<file path="src/rtl/wis_pkg.sv">
package wis_pkg;

    localparam int NUM_UNITS = 3;

    typedef enum logic [1:0] {
        CLS_FP  = 2'd0,
        CLS_INT = 2'd1,
        CLS_MAT = 2'd2,
        CLS_RSV = 2'd3
    } op_class_e;

    typedef enum logic {
        U_IDLE  = 1'b0,
        U_HALF2 = 1'b1
    } unit_state_e;

    typedef enum logic {
        SLOT_EMPTY = 1'b0,
        SLOT_HELD  = 1'b1
    } slot_state_e;

    // Unit set index for a class: 0 float, 1 integer, 2 matrix.
    function automatic logic [1:0] unit_of(input op_class_e c);
        logic [1:0] u;
        unique case (c)
            CLS_FP:  u = 2'd0;
            CLS_INT: u = 2'd1;
            CLS_MAT: u = 2'd2;
            CLS_RSV: u = 2'd1;
        endcase
        return u;
    endfunction

endpackage

</file>
<file path="src/rtl/wis_slots.sv">
module wis_slots
    import wis_pkg::*;
#(
    parameter int NUM_WARPS = 8,
    parameter int REG_W     = 4
) (
    input  logic                                clk,
    input  logic                                rst,
    input  logic [NUM_WARPS-1:0]                fetch_valid,
    input  logic [NUM_WARPS-1:0][1:0]           fetch_class,
    input  logic [NUM_WARPS-1:0][REG_W-1:0]     fetch_dst,
    input  logic [NUM_WARPS-1:0][REG_W-1:0]     fetch_src0,
    input  logic [NUM_WARPS-1:0][REG_W-1:0]     fetch_src1,
    input  logic [NUM_WARPS-1:0]                issue_hot,
    output logic [NUM_WARPS-1:0]                fetch_ready,
    output logic [NUM_WARPS-1:0]                slot_full,
    output logic [NUM_WARPS-1:0][1:0]           slot_class,
    output logic [NUM_WARPS-1:0][REG_W-1:0]     slot_dst,
    output logic [NUM_WARPS-1:0][REG_W-1:0]     slot_src0,
    output logic [NUM_WARPS-1:0][REG_W-1:0]     slot_src1
);

    for (genvar w = 0; w < NUM_WARPS; w++) begin : g_slot
        slot_state_e state_q, state_d;
        logic        load;

        assign fetch_ready[w] = (state_q == SLOT_EMPTY) || issue_hot[w];
        assign load           = fetch_valid[w] && fetch_ready[w];
        assign slot_full[w]   = (state_q == SLOT_HELD);

        always_comb begin
            state_d = state_q;
            unique case (state_q)
                SLOT_EMPTY: if (load) state_d = SLOT_HELD;
                SLOT_HELD:  if (issue_hot[w] && !load) state_d = SLOT_EMPTY;
            endcase
        end

        always_ff @(posedge clk) begin
            if (rst) state_q <= SLOT_EMPTY;
            else     state_q <= state_d;
        end

        always_ff @(posedge clk) begin
            if (load) begin
                slot_class[w] <= fetch_class[w];
                slot_dst[w]   <= fetch_dst[w];
                slot_src0[w]  <= fetch_src0[w];
                slot_src1[w]  <= fetch_src1[w];
            end
        end
    end

endmodule

</file>
<file path="src/rtl/wis_scoreboard.sv">
module wis_scoreboard #(
    parameter int NUM_WARPS = 8,
    parameter int NUM_REGS  = 16,
    parameter int WARP_W    = 3,
    parameter int REG_W     = 4,
    parameter int CNT_W     = 3
) (
    input  logic                            clk,
    input  logic                            rst,
    input  logic                            issue_en,
    input  logic [WARP_W-1:0]               issue_warp,
    input  logic [REG_W-1:0]                issue_dst,
    input  logic [CNT_W-1:0]                issue_wait,
    input  logic [NUM_WARPS-1:0][REG_W-1:0] q_dst,
    input  logic [NUM_WARPS-1:0][REG_W-1:0] q_src0,
    input  logic [NUM_WARPS-1:0][REG_W-1:0] q_src1,
    output logic [NUM_WARPS-1:0]            hazard
);

    logic [CNT_W-1:0] remain [NUM_WARPS][NUM_REGS];

    for (genvar w = 0; w < NUM_WARPS; w++) begin : g_warp
        for (genvar r = 0; r < NUM_REGS; r++) begin : g_reg
            logic hit;
            assign hit = issue_en && (issue_warp == WARP_W'(w)) && (issue_dst == REG_W'(r));

            always_ff @(posedge clk) begin
                if (rst)
                    remain[w][r] <= '0;
                else if (hit)
                    remain[w][r] <= issue_wait;
                else if (remain[w][r] != '0)
                    remain[w][r] <= remain[w][r] - 1'b1;
            end
        end

        assign hazard[w] = (remain[w][q_src0[w]] != '0)
                        || (remain[w][q_src1[w]] != '0)
                        || (remain[w][q_dst[w]]  != '0);
    end

endmodule

</file>
<file path="src/rtl/wis_unit_fsm.sv">
module wis_unit_fsm
    import wis_pkg::*;
(
    input  logic clk,
    input  logic rst,
    input  logic take,
    output logic busy
);

    unit_state_e state_q, state_d;

    always_comb begin
        state_d = state_q;
        unique case (state_q)
            U_IDLE:  if (take) state_d = U_HALF2;
            U_HALF2: state_d = U_IDLE;
        endcase
    end

    always_ff @(posedge clk) begin
        if (rst) state_q <= U_IDLE;
        else     state_q <= state_d;
    end

    assign busy = (state_q == U_HALF2);

endmodule

</file>
<file path="src/rtl/wis_rr_arbiter.sv">
module wis_rr_arbiter #(
    parameter int NUM_WARPS = 8,
    parameter int WARP_W    = 3
) (
    input  logic                 clk,
    input  logic                 rst,
    input  logic [NUM_WARPS-1:0] elig,
    output logic                 grant_en,
    output logic [WARP_W-1:0]    grant_idx
);

    localparam int IW = WARP_W + 1;

    logic [WARP_W-1:0] last_q;

    always_comb begin
        grant_en  = 1'b0;
        grant_idx = '0;
        for (int k = 1; k <= NUM_WARPS; k++) begin
            logic [IW-1:0] j;
            j = {1'b0, last_q} + IW'(k);
            if (j >= IW'(NUM_WARPS)) j = j - IW'(NUM_WARPS);
            if (!grant_en && elig[j[WARP_W-1:0]]) begin
                grant_en  = 1'b1;
                grant_idx = j[WARP_W-1:0];
            end
        end
    end

    always_ff @(posedge clk) begin
        if (rst)           last_q <= WARP_W'(NUM_WARPS - 1);
        else if (grant_en) last_q <= grant_idx;
    end

endmodule

</file>
<file path="src/rtl/warp_issue_sched.sv">
module warp_issue_sched
    import wis_pkg::*;
#(
    parameter int NUM_WARPS = 8,
    parameter int NUM_REGS  = 16,
    parameter int FP_LAT    = 4,
    parameter int INT_LAT   = 4,
    parameter int MAT_LAT   = 8
) (
    input  logic                                           clk,
    input  logic                                           rst,
    input  logic [NUM_WARPS-1:0]                           fetch_valid,
    input  logic [NUM_WARPS-1:0][1:0]                      fetch_class,
    input  logic [NUM_WARPS-1:0][$clog2(NUM_REGS)-1:0]     fetch_dst,
    input  logic [NUM_WARPS-1:0][$clog2(NUM_REGS)-1:0]     fetch_src0,
    input  logic [NUM_WARPS-1:0][$clog2(NUM_REGS)-1:0]     fetch_src1,
    output logic [NUM_WARPS-1:0]                           fetch_ready,
    output logic [2:0]                                     disp_valid,
    output logic [$clog2(NUM_WARPS)-1:0]                   disp_warp,
    output logic [$clog2(NUM_REGS)-1:0]                    disp_dst,
    output logic [$clog2(NUM_REGS)-1:0]                    disp_src0,
    output logic [$clog2(NUM_REGS)-1:0]                    disp_src1
);

    localparam int WARP_W  = $clog2(NUM_WARPS);
    localparam int REG_W   = $clog2(NUM_REGS);
    localparam int MAX_LAT = (FP_LAT > INT_LAT)
                           ? ((FP_LAT > MAT_LAT) ? FP_LAT : MAT_LAT)
                           : ((INT_LAT > MAT_LAT) ? INT_LAT : MAT_LAT);
    localparam int CNT_W   = $clog2(MAX_LAT);

    logic [NUM_WARPS-1:0]             slot_full;
    logic [NUM_WARPS-1:0][1:0]        slot_class;
    logic [NUM_WARPS-1:0][REG_W-1:0]  slot_dst;
    logic [NUM_WARPS-1:0][REG_W-1:0]  slot_src0;
    logic [NUM_WARPS-1:0][REG_W-1:0]  slot_src1;
    logic [NUM_WARPS-1:0]             hazard;
    logic [NUM_WARPS-1:0]             elig;
    logic [NUM_WARPS-1:0]             issue_hot;
    logic [NUM_UNITS-1:0]             unit_busy;
    logic                             grant_en;
    logic [WARP_W-1:0]                grant_idx;
    logic [1:0]                       sel_unit;
    logic [CNT_W-1:0]                 sel_wait;

    wis_slots #(
        .NUM_WARPS (NUM_WARPS),
        .REG_W     (REG_W)
    ) u_slots (
        .clk         (clk),
        .rst         (rst),
        .fetch_valid (fetch_valid),
        .fetch_class (fetch_class),
        .fetch_dst   (fetch_dst),
        .fetch_src0  (fetch_src0),
        .fetch_src1  (fetch_src1),
        .issue_hot   (issue_hot),
        .fetch_ready (fetch_ready),
        .slot_full   (slot_full),
        .slot_class  (slot_class),
        .slot_dst    (slot_dst),
        .slot_src0   (slot_src0),
        .slot_src1   (slot_src1)
    );

    wis_scoreboard #(
        .NUM_WARPS (NUM_WARPS),
        .NUM_REGS  (NUM_REGS),
        .WARP_W    (WARP_W),
        .REG_W     (REG_W),
        .CNT_W     (CNT_W)
    ) u_scoreboard (
        .clk        (clk),
        .rst        (rst),
        .issue_en   (grant_en),
        .issue_warp (grant_idx),
        .issue_dst  (slot_dst[grant_idx]),
        .issue_wait (sel_wait),
        .q_dst      (slot_dst),
        .q_src0     (slot_src0),
        .q_src1     (slot_src1),
        .hazard     (hazard)
    );

    for (genvar u = 0; u < NUM_UNITS; u++) begin : g_unit
        wis_unit_fsm u_unit (
            .clk  (clk),
            .rst  (rst),
            .take (disp_valid[u]),
            .busy (unit_busy[u])
        );
    end

    always_comb begin
        for (int w = 0; w < NUM_WARPS; w++) begin
            elig[w] = slot_full[w] && !hazard[w]
                   && !unit_busy[unit_of(op_class_e'(slot_class[w]))];
        end
    end

    wis_rr_arbiter #(
        .NUM_WARPS (NUM_WARPS),
        .WARP_W    (WARP_W)
    ) u_arbiter (
        .clk       (clk),
        .rst       (rst),
        .elig      (elig),
        .grant_en  (grant_en),
        .grant_idx (grant_idx)
    );

    assign sel_unit = unit_of(op_class_e'(slot_class[grant_idx]));

    always_comb begin
        unique case (sel_unit)
            2'd0:    sel_wait = CNT_W'(FP_LAT - 1);
            2'd2:    sel_wait = CNT_W'(MAT_LAT - 1);
            default: sel_wait = CNT_W'(INT_LAT - 1);
        endcase
    end

    always_comb begin
        issue_hot = '0;
        if (grant_en) issue_hot[grant_idx] = 1'b1;
        for (int u = 0; u < NUM_UNITS; u++) begin
            disp_valid[u] = grant_en && (sel_unit == 2'(u));
        end
    end

    assign disp_warp = grant_idx;
    assign disp_dst  = slot_dst[grant_idx];
    assign disp_src0 = slot_src0[grant_idx];
    assign disp_src1 = slot_src1[grant_idx];

endmodule

</file>
<file path="config.mk">
export PLATFORM = sky130hd
export DESIGN_NAME = warp_issue_sched
export DESIGN_NICKNAME = d
export VERILOG_FILES = /design/src/rtl/wis_pkg.sv /design/src/rtl/wis_slots.sv /design/src/rtl/wis_scoreboard.sv /design/src/rtl/wis_unit_fsm.sv /design/src/rtl/wis_rr_arbiter.sv /design/src/rtl/warp_issue_sched.sv
export SDC_FILE = /design/constraint.sdc
export NUM_CORES = 1
export LEC_CHECK = 0
export BUFFER_PORTS_ARGS = -buffer_cell sky130_fd_sc_hd__buf_4
export CAP_MARGIN = 20
export CORE_ASPECT_RATIO = 0.75
export CORE_UTILIZATION = 50
export CTS_CLUSTER_SIZE = 14
export DETAILED_ROUTE_END_ITERATION = 10
export GPL_TIMING_DRIVEN = 1
export PLACE_DENSITY = 0.67
export SLEW_MARGIN = 20
export SYNTH_ARGS = -nofsm -noshare
export SYNTH_HDL_FRONTEND = slang
export SYNTH_HIERARCHICAL = 1
export SYNTH_SLANG_ARGS = --single-unit
export TNS_END_PERCENT = 50
</file>
<file path="constraint.sdc">
create_clock -name clk -period 7.9 [get_ports clk]
set_input_delay 0 -clock clk [delete_from_list [all_inputs] [get_ports clk]]
set_output_delay 0 -clock clk [all_outputs]
set_load 0.02 [all_outputs]
</file>
* Yosys cells after proc, flatten, opt, wreduce, memory -nomap -nowiden *
Memory sizes are Yosys's and may differ from the RTL's.
Index checks and enable logic that the tools add are counted.

storage, ports and cells
  memories kept = 1
  bits in read-only memories = 0
  output and inout port bits = 26
  bits in registers = 126
  bits in latches = 0
  RAM bits = 384
  input port bits = 122

memory list
  memory               depth  bits a word  read ports  clocked after memory_dff  wr ports  RTL line              text
  u_scoreboard.remain  8      48           8           0                         8         wis_scoreboard.sv:20  logic [CNT_W-1:0] remain [NUM_WARPS][NUM_REGS];

operators by class
  mux-type cells = 1333
  order comparisons = 50
  multipliers = 0
  shifts and indexed selects = 0
  div/mod/pow operators = 0
  eq/ne operators = 51
  bitwise operators = 291
  add/sub/neg operators = 144
  reduce and logical (&&, ||, !) cells = 407

operator list
  kind                 number
  $mux 3               321
  $mux 1               942
  $reduce_bool 3->1    152
  $sub 3x1->3 const B  136
  $bmux 3 s4           24
  $or 1x1->1           256
  $logic_and 1x1->1    179
  $ge 5x5->1 const B   24
  $not 4->5            24
  $pmux 2 s3           9
  $eq 2x2->1 const B   19
  $bmux 4 s3           3
  $lt 3x4->1 const B   9
  $eq 4x4->1 const B   8
  $ge 4x4->1 const B   8
  $logic_not 1->1      31
  $bmux 1 s3           8
  $logic_or 1x1->1     24
  $lt 2x3->1 const B   8
  $pmux 1 s2           11
  $eq 2x1->1 const B   10
  $logic_not 2->1      10
  $reduce_or 2->1      9
  $add 3x3->4 const B  4
  19 further kinds     47

* Logic depth before layout (Yosys ltp) *
  depth in word-level cells = 45
  mapped depth = 27

* Hierarchy *
The synthesis kept the hierarchy.

by module, submodules not included
  module            instances  area an instance (sq um)  cells an instance
  wis_scoreboard    1          28653.7                   3293
  wis_slots         1          3871.2                    161
  warp_issue_sched  1          1166.1                    104
  wis_rr_arbiter    1          1009.7                    106
  wis_unit_fsm      3          32.5                      2

* Worst setup path before layout *
Ideal clock, no wire load.

  path type = register to register
  start = reg u_slots/slot_src0[28] in the netlist's numbering
  end = mem u_scoreboard/remain[0][114] in the netlist's numbering (enable)
  path slack = 1146 ps
  data required time = 7593 ps
  buffers on the path = 5
  arrival = 6447 ps
  stages on the path, launching flop included = 22
  setup time = 307 ps
  cell sequence = edfxtp_1 > buf_1 > mux4_2 > mux4_2 > nand3_1 > nor3b_1 > mux4_2 > mux2_4 > nor2b_4 > nand3_4 > nor4_2 > nand2_1 > o21ai_0 > clkbuf_1 > buf_2 > mux2_2 > clkbuf_1 > nand2b_1 > nor2_1 > clkbuf_1 > nand2_1 > nand3b_1

RTL lines
  item                             RTL line              text
  start, declared                  wis_slots.sv:19       output logic [NUM_WARPS-1:0][REG_W-1:0] slot_src0,
  start signal, assigned by index  wis_slots.sv:48       slot_src0[w] <= fetch_src0[w];
  end, declared                    wis_scoreboard.sv:20

==> metrics <==
number of instances in the synthesized netlist around 3700; worst setup path start u_slots/slot_src0[28]; sum of overflow across all layers after global routing 0; Reg clk slew, reported paths about 0.070 ns; GP Congestion between 0.9 and 1; Total Neg Setup Slack 0 ns; sequence of cells on the critical path mux4_2, a211oi_1, mux4_2, nand3_1, nor3b_1, mux2i_1, mux4_2, nor2b_4, nand3_4, a21oi_1, o31ai_2, o21ai_4, buf_4, mux4_2, mux2_2, nor2b_1, nand3_1, buf_4, nor2_1, buf_4, or3b_1; vertical die dimension ~230 um; Max Clk Rate ~130 MHz; ratio of final minimum period to clock period a little over nine tenths; count of buffering cells on the critical path with inverters included 3; starting density of the core 50.7%; average wire per cell in the routed design around 21 um; detail-routed via count per cell between 6 and 7; delay of the slowest cell on the worst path between 0.7 and 0.8 ns; Design Power approximately 20 mW; hold path startpoint fetch_src1[28]; fraction of final layout cells with drive strength greater than 1 approximately an eighth; Max H-tree Level 2; DRC violations left 0; CP Data Arrival Time ~8.0 ns; area enclosed by the die boundary 70700 sq um; PortBufs between 100 and 150; multi-input combinational cell area ~17000 sq um; post-synthesis async set-or-reset flop share 0%; Crit. path cell count 21; io pins 148; sequential share of the synthesized area 43.6%; layout filler cell count roughly 5800; measured slew at the worst slew-check pin around 1.1 ns; number of placed cells counting well taps roughly 4600; ANT nets after route 0; DRC violation total after the first TritonRoute iteration approximately 3100; nets around 4300; max-slew violation total from the final report 0; Max transition margin 29.7%; via count of the first global-routing pass between 20000 and 30000; count of synthesis-stage warnings from yosys 6; destination of the critical timing path u_scoreboard/remain[0][147]; cell area after technology mapping roughly 35000 sq um; final cell count without fillers between 4000 and 5000; worst setup slack after placement ~0.32 ns; Leak Pwr ~15 nW; Top FF cell, synth sky130_fd_sc_hd__edfxtp_1; Worst Clk Skew 0.0221 ns; Max-cap violations 0; worst ir drop on vdd around 0.61 mV; category of the worst setup path launch point flip-flop; initial antenna violation count 6; Top cell by count, worst path sky130_fd_sc_hd__mux4_2; TritonCTS sink count between 500 and 600; flop-to-flop setup slack 0.29 ns; final instance area 40100 sq um; wire length of the first global-routing pass 157000 um; cts bufs inserted between 50 and 60; data required time of the critical path 8.27 ns; Total GRT Usage between 20% and 30%; final count of negative-setup-slack endpoints 0; root buffer cell sky130_fd_sc_hd__clkbuf_16; status completed; origin of the critical flop-to-flop path u_slots/slot_src0[28]; Skew-Pair Late Insertion Delay ~0.64 ns; Avg Inst Size Synth roughly 9.5 sq um; First-pass DRT Iterations 6; final hold slack just under 0.08 ns; Final Hold Viols 0; placed instance area approximately 37000 sq um; worst setup slack after layout roughly 0.29 ns; Max clock buf depth 3; worst reg2reg endpoint u_scoreboard/remain[0][147]; number of cells on the worst reg-to-reg path 21; number of core rows 83; power density normalized to cell area 500 nW/um^2; Final min period 7.61 ns; Via Count 29345; CTS tree built; Chip Width 307 um; signed area change from the synthesized netlist to the final layout 15.2%; worst-path maximum fanout 13; total detailed-routing wirelength between 100000 and 150000 um; number of enable flip-flop cells after synthesis 496; estimated wirelength of the detail-placed design between 70000 and 80000 um; footprint of the flip-flops and latches about 15000 sq um; endpoint type of the worst setup path flip-flop; Top Family by Delay on Critical Path multiplexers; cell with the biggest individual delay on the critical path sky130_fd_sc_hd__edfxtp_1; worst setup path class reg -> reg; largest net degree at the start of global routing 220; Yosys reg bits 510; setup repair after global routing missed its margin false; core area 68600 sq um; final core occ about three fifths; kind of path behind the tightest hold check in -> reg; Yosys cell types between 80 and 90
-- layout by cell type, fill, tap and decap left out, types with 23 or more instances in the layout --
cell type                       Yosys  final
sky130_fd_sc_hd__nand2_1          174    174
sky130_fd_sc_hd__nor2_1           541    536
sky130_fd_sc_hd__buf_4             13    216
sky130_fd_sc_hd__dlygate4sd3_1      0    122
sky130_fd_sc_hd__nor3_1           410    410
sky130_fd_sc_hd__a211oi_1          35     35
sky130_fd_sc_hd__mux4_2           101    101
sky130_fd_sc_hd__a21oi_1          438    438
sky130_fd_sc_hd__nor4_1            53     53
sky130_fd_sc_hd__nand3_1          125    125
sky130_fd_sc_hd__edfxtp_1         496    496
sky130_fd_sc_hd__nand3b_1          36     36
sky130_fd_sc_hd__or3b_1            90     90
sky130_fd_sc_hd__mux2i_1           36     36
sky130_fd_sc_hd__o21ai_0           25     23
sky130_fd_sc_hd__clkbuf_16          0     55
sky130_fd_sc_hd__ha_1             258    258
sky130_fd_sc_hd__inv_1            406    406
-- what timing repair did --
item | CTS | global route
hold buffers | 122 | 0
gates resized for setup | 0 | 1
hold endpoints to repair | 311 | 0
setup buffers | 0 | 3
endpoints found under the setup margin | 0 | 55
-- flip-flops by register name, summed over array words and instances, names as in the netlist --
register	flops
u_slots/slot_dst	32
u_slots/slot_class	16
u_slots/slot_src1	32
u_arbiter/last_q	3
u_scoreboard/remain	384
u_slots/g_slot.state_q	8
g_unit.u_unit/busy	3
u_slots/slot_src0	32
-- worst reg2reg max path, delay by kind of cell (launching register included) --
family / cells / cell delay, ns
compound gates: 4 / 1.14
simple gates: 8 / 2.34
buf+inv: 3 / 0.70
mux: 6 / 2.41
flops: 1 / 0.75
-- how the worst min path moves through the flow --
stage | endpoint | slack (ns) | cells past startpoint
after floorplan | g_unit[0].u_unit/busy | 0.07 | 1
after global placement | u_slots/slot_src0[4] | 0.18 | 1
after detailed placement | u_slots/slot_dst[4] | 0.18 | 1
after CTS | u_slots/slot_src0[27] | 0.05 | 2
after global routing | u_slots/slot_dst[27] | 0.07 | 2
final | u_slots/slot_src1[28] | 0.08 | 2
-- synth_stat cells, types with 14 or more instances --
master | count | area, sq um
sky130_fd_sc_hd__mux2_2 | 21 | 236
sky130_fd_sc_hd__or3b_1 | 90 | 788
sky130_fd_sc_hd__a211oi_1 | 35 | 263
sky130_fd_sc_hd__a21oi_1 | 438 | 2190
sky130_fd_sc_hd__nand3_1 | 125 | 626
sky130_fd_sc_hd__o21ai_0 | 25 | 125
sky130_fd_sc_hd__clkbuf_1 | 168 | 631
sky130_fd_sc_hd__mux4_2 | 101 | 2270
sky130_fd_sc_hd__a31oi_1 | 14 | 87.6
sky130_fd_sc_hd__inv_1 | 406 | 1520
sky130_fd_sc_hd__nor4_1 | 53 | 332
sky130_fd_sc_hd__nor3_1 | 410 | 2050
sky130_fd_sc_hd__mux2i_1 | 36 | 360
sky130_fd_sc_hd__a311oi_1 | 15 | 131
sky130_fd_sc_hd__dfxtp_1 | 14 | 280
sky130_fd_sc_hd__ha_1 | 258 | 3230
sky130_fd_sc_hd__nand3b_1 | 36 | 270
sky130_fd_sc_hd__nand2_1 | 174 | 653
sky130_fd_sc_hd__nand2b_1 | 15 | 93.8
sky130_fd_sc_hd__edfxtp_1 | 496 | 14900
sky130_fd_sc_hd__nor2_1 | 541 | 2030
-- where the power goes --
group	total (mW)	internal [mW]	switching [mW]	leakage, nW
Combinational	11.9	4.58	7.29	9.07
Clock	2.74	1.62	1.12	0.893
Sequential	5.42	4.44	0.974	5.45
Total	20.0	10.6	9.38	15.4
-- metal layers --
layer  global-route usage [%]  share of wire [%]  vias up
met5                        0              0.055        -
li1                         -                  -    13769
met3                     7.03                 11      210
met1                     40.9                 42    13914
met2                     43.1                 43     1444
met4                     10.7                3.7        8
-- layout make-up --
| type | instances | area share, % |
|---|---|---|
| diodes | 1 | 0.00624 |
| repair buffers | 346 | 7.48 |
| inverters | 406 | 3.80 |
| clock buffers | 67 | 3.62 |
| clock inverters | 33 | 1.04 |
| flip-flops and latches | 510 | 37.9 |
| well taps | 935 | 2.92 |
| multi-input cells | 2562 | 43.3 |
-- cells by family (layout without fill, tap and decap cells) --
| logic type | after synthesis | after routing | share of synthesized area (%) |
|---|---|---|---|
| AO/OA/AOI/OAI | 607 | 608 | 10.1 |
| buffers and inverters | 602 | 852 | 6.74 |
| adder cells (fa/ha/maj) | 258 | 258 | 9.28 |
| AND/OR/NAND/NOR | 1527 | 1527 | 21.8 |
| flip-flops | 510 | 510 | 43.6 |
| other | 1 | 5 | 0.0108 |
| XOR/XNOR | 3 | 3 | 0.0971 |
| multiplexers | 162 | 162 | 8.41 |
Note: power is estimated with default switching activity, not from simulation.
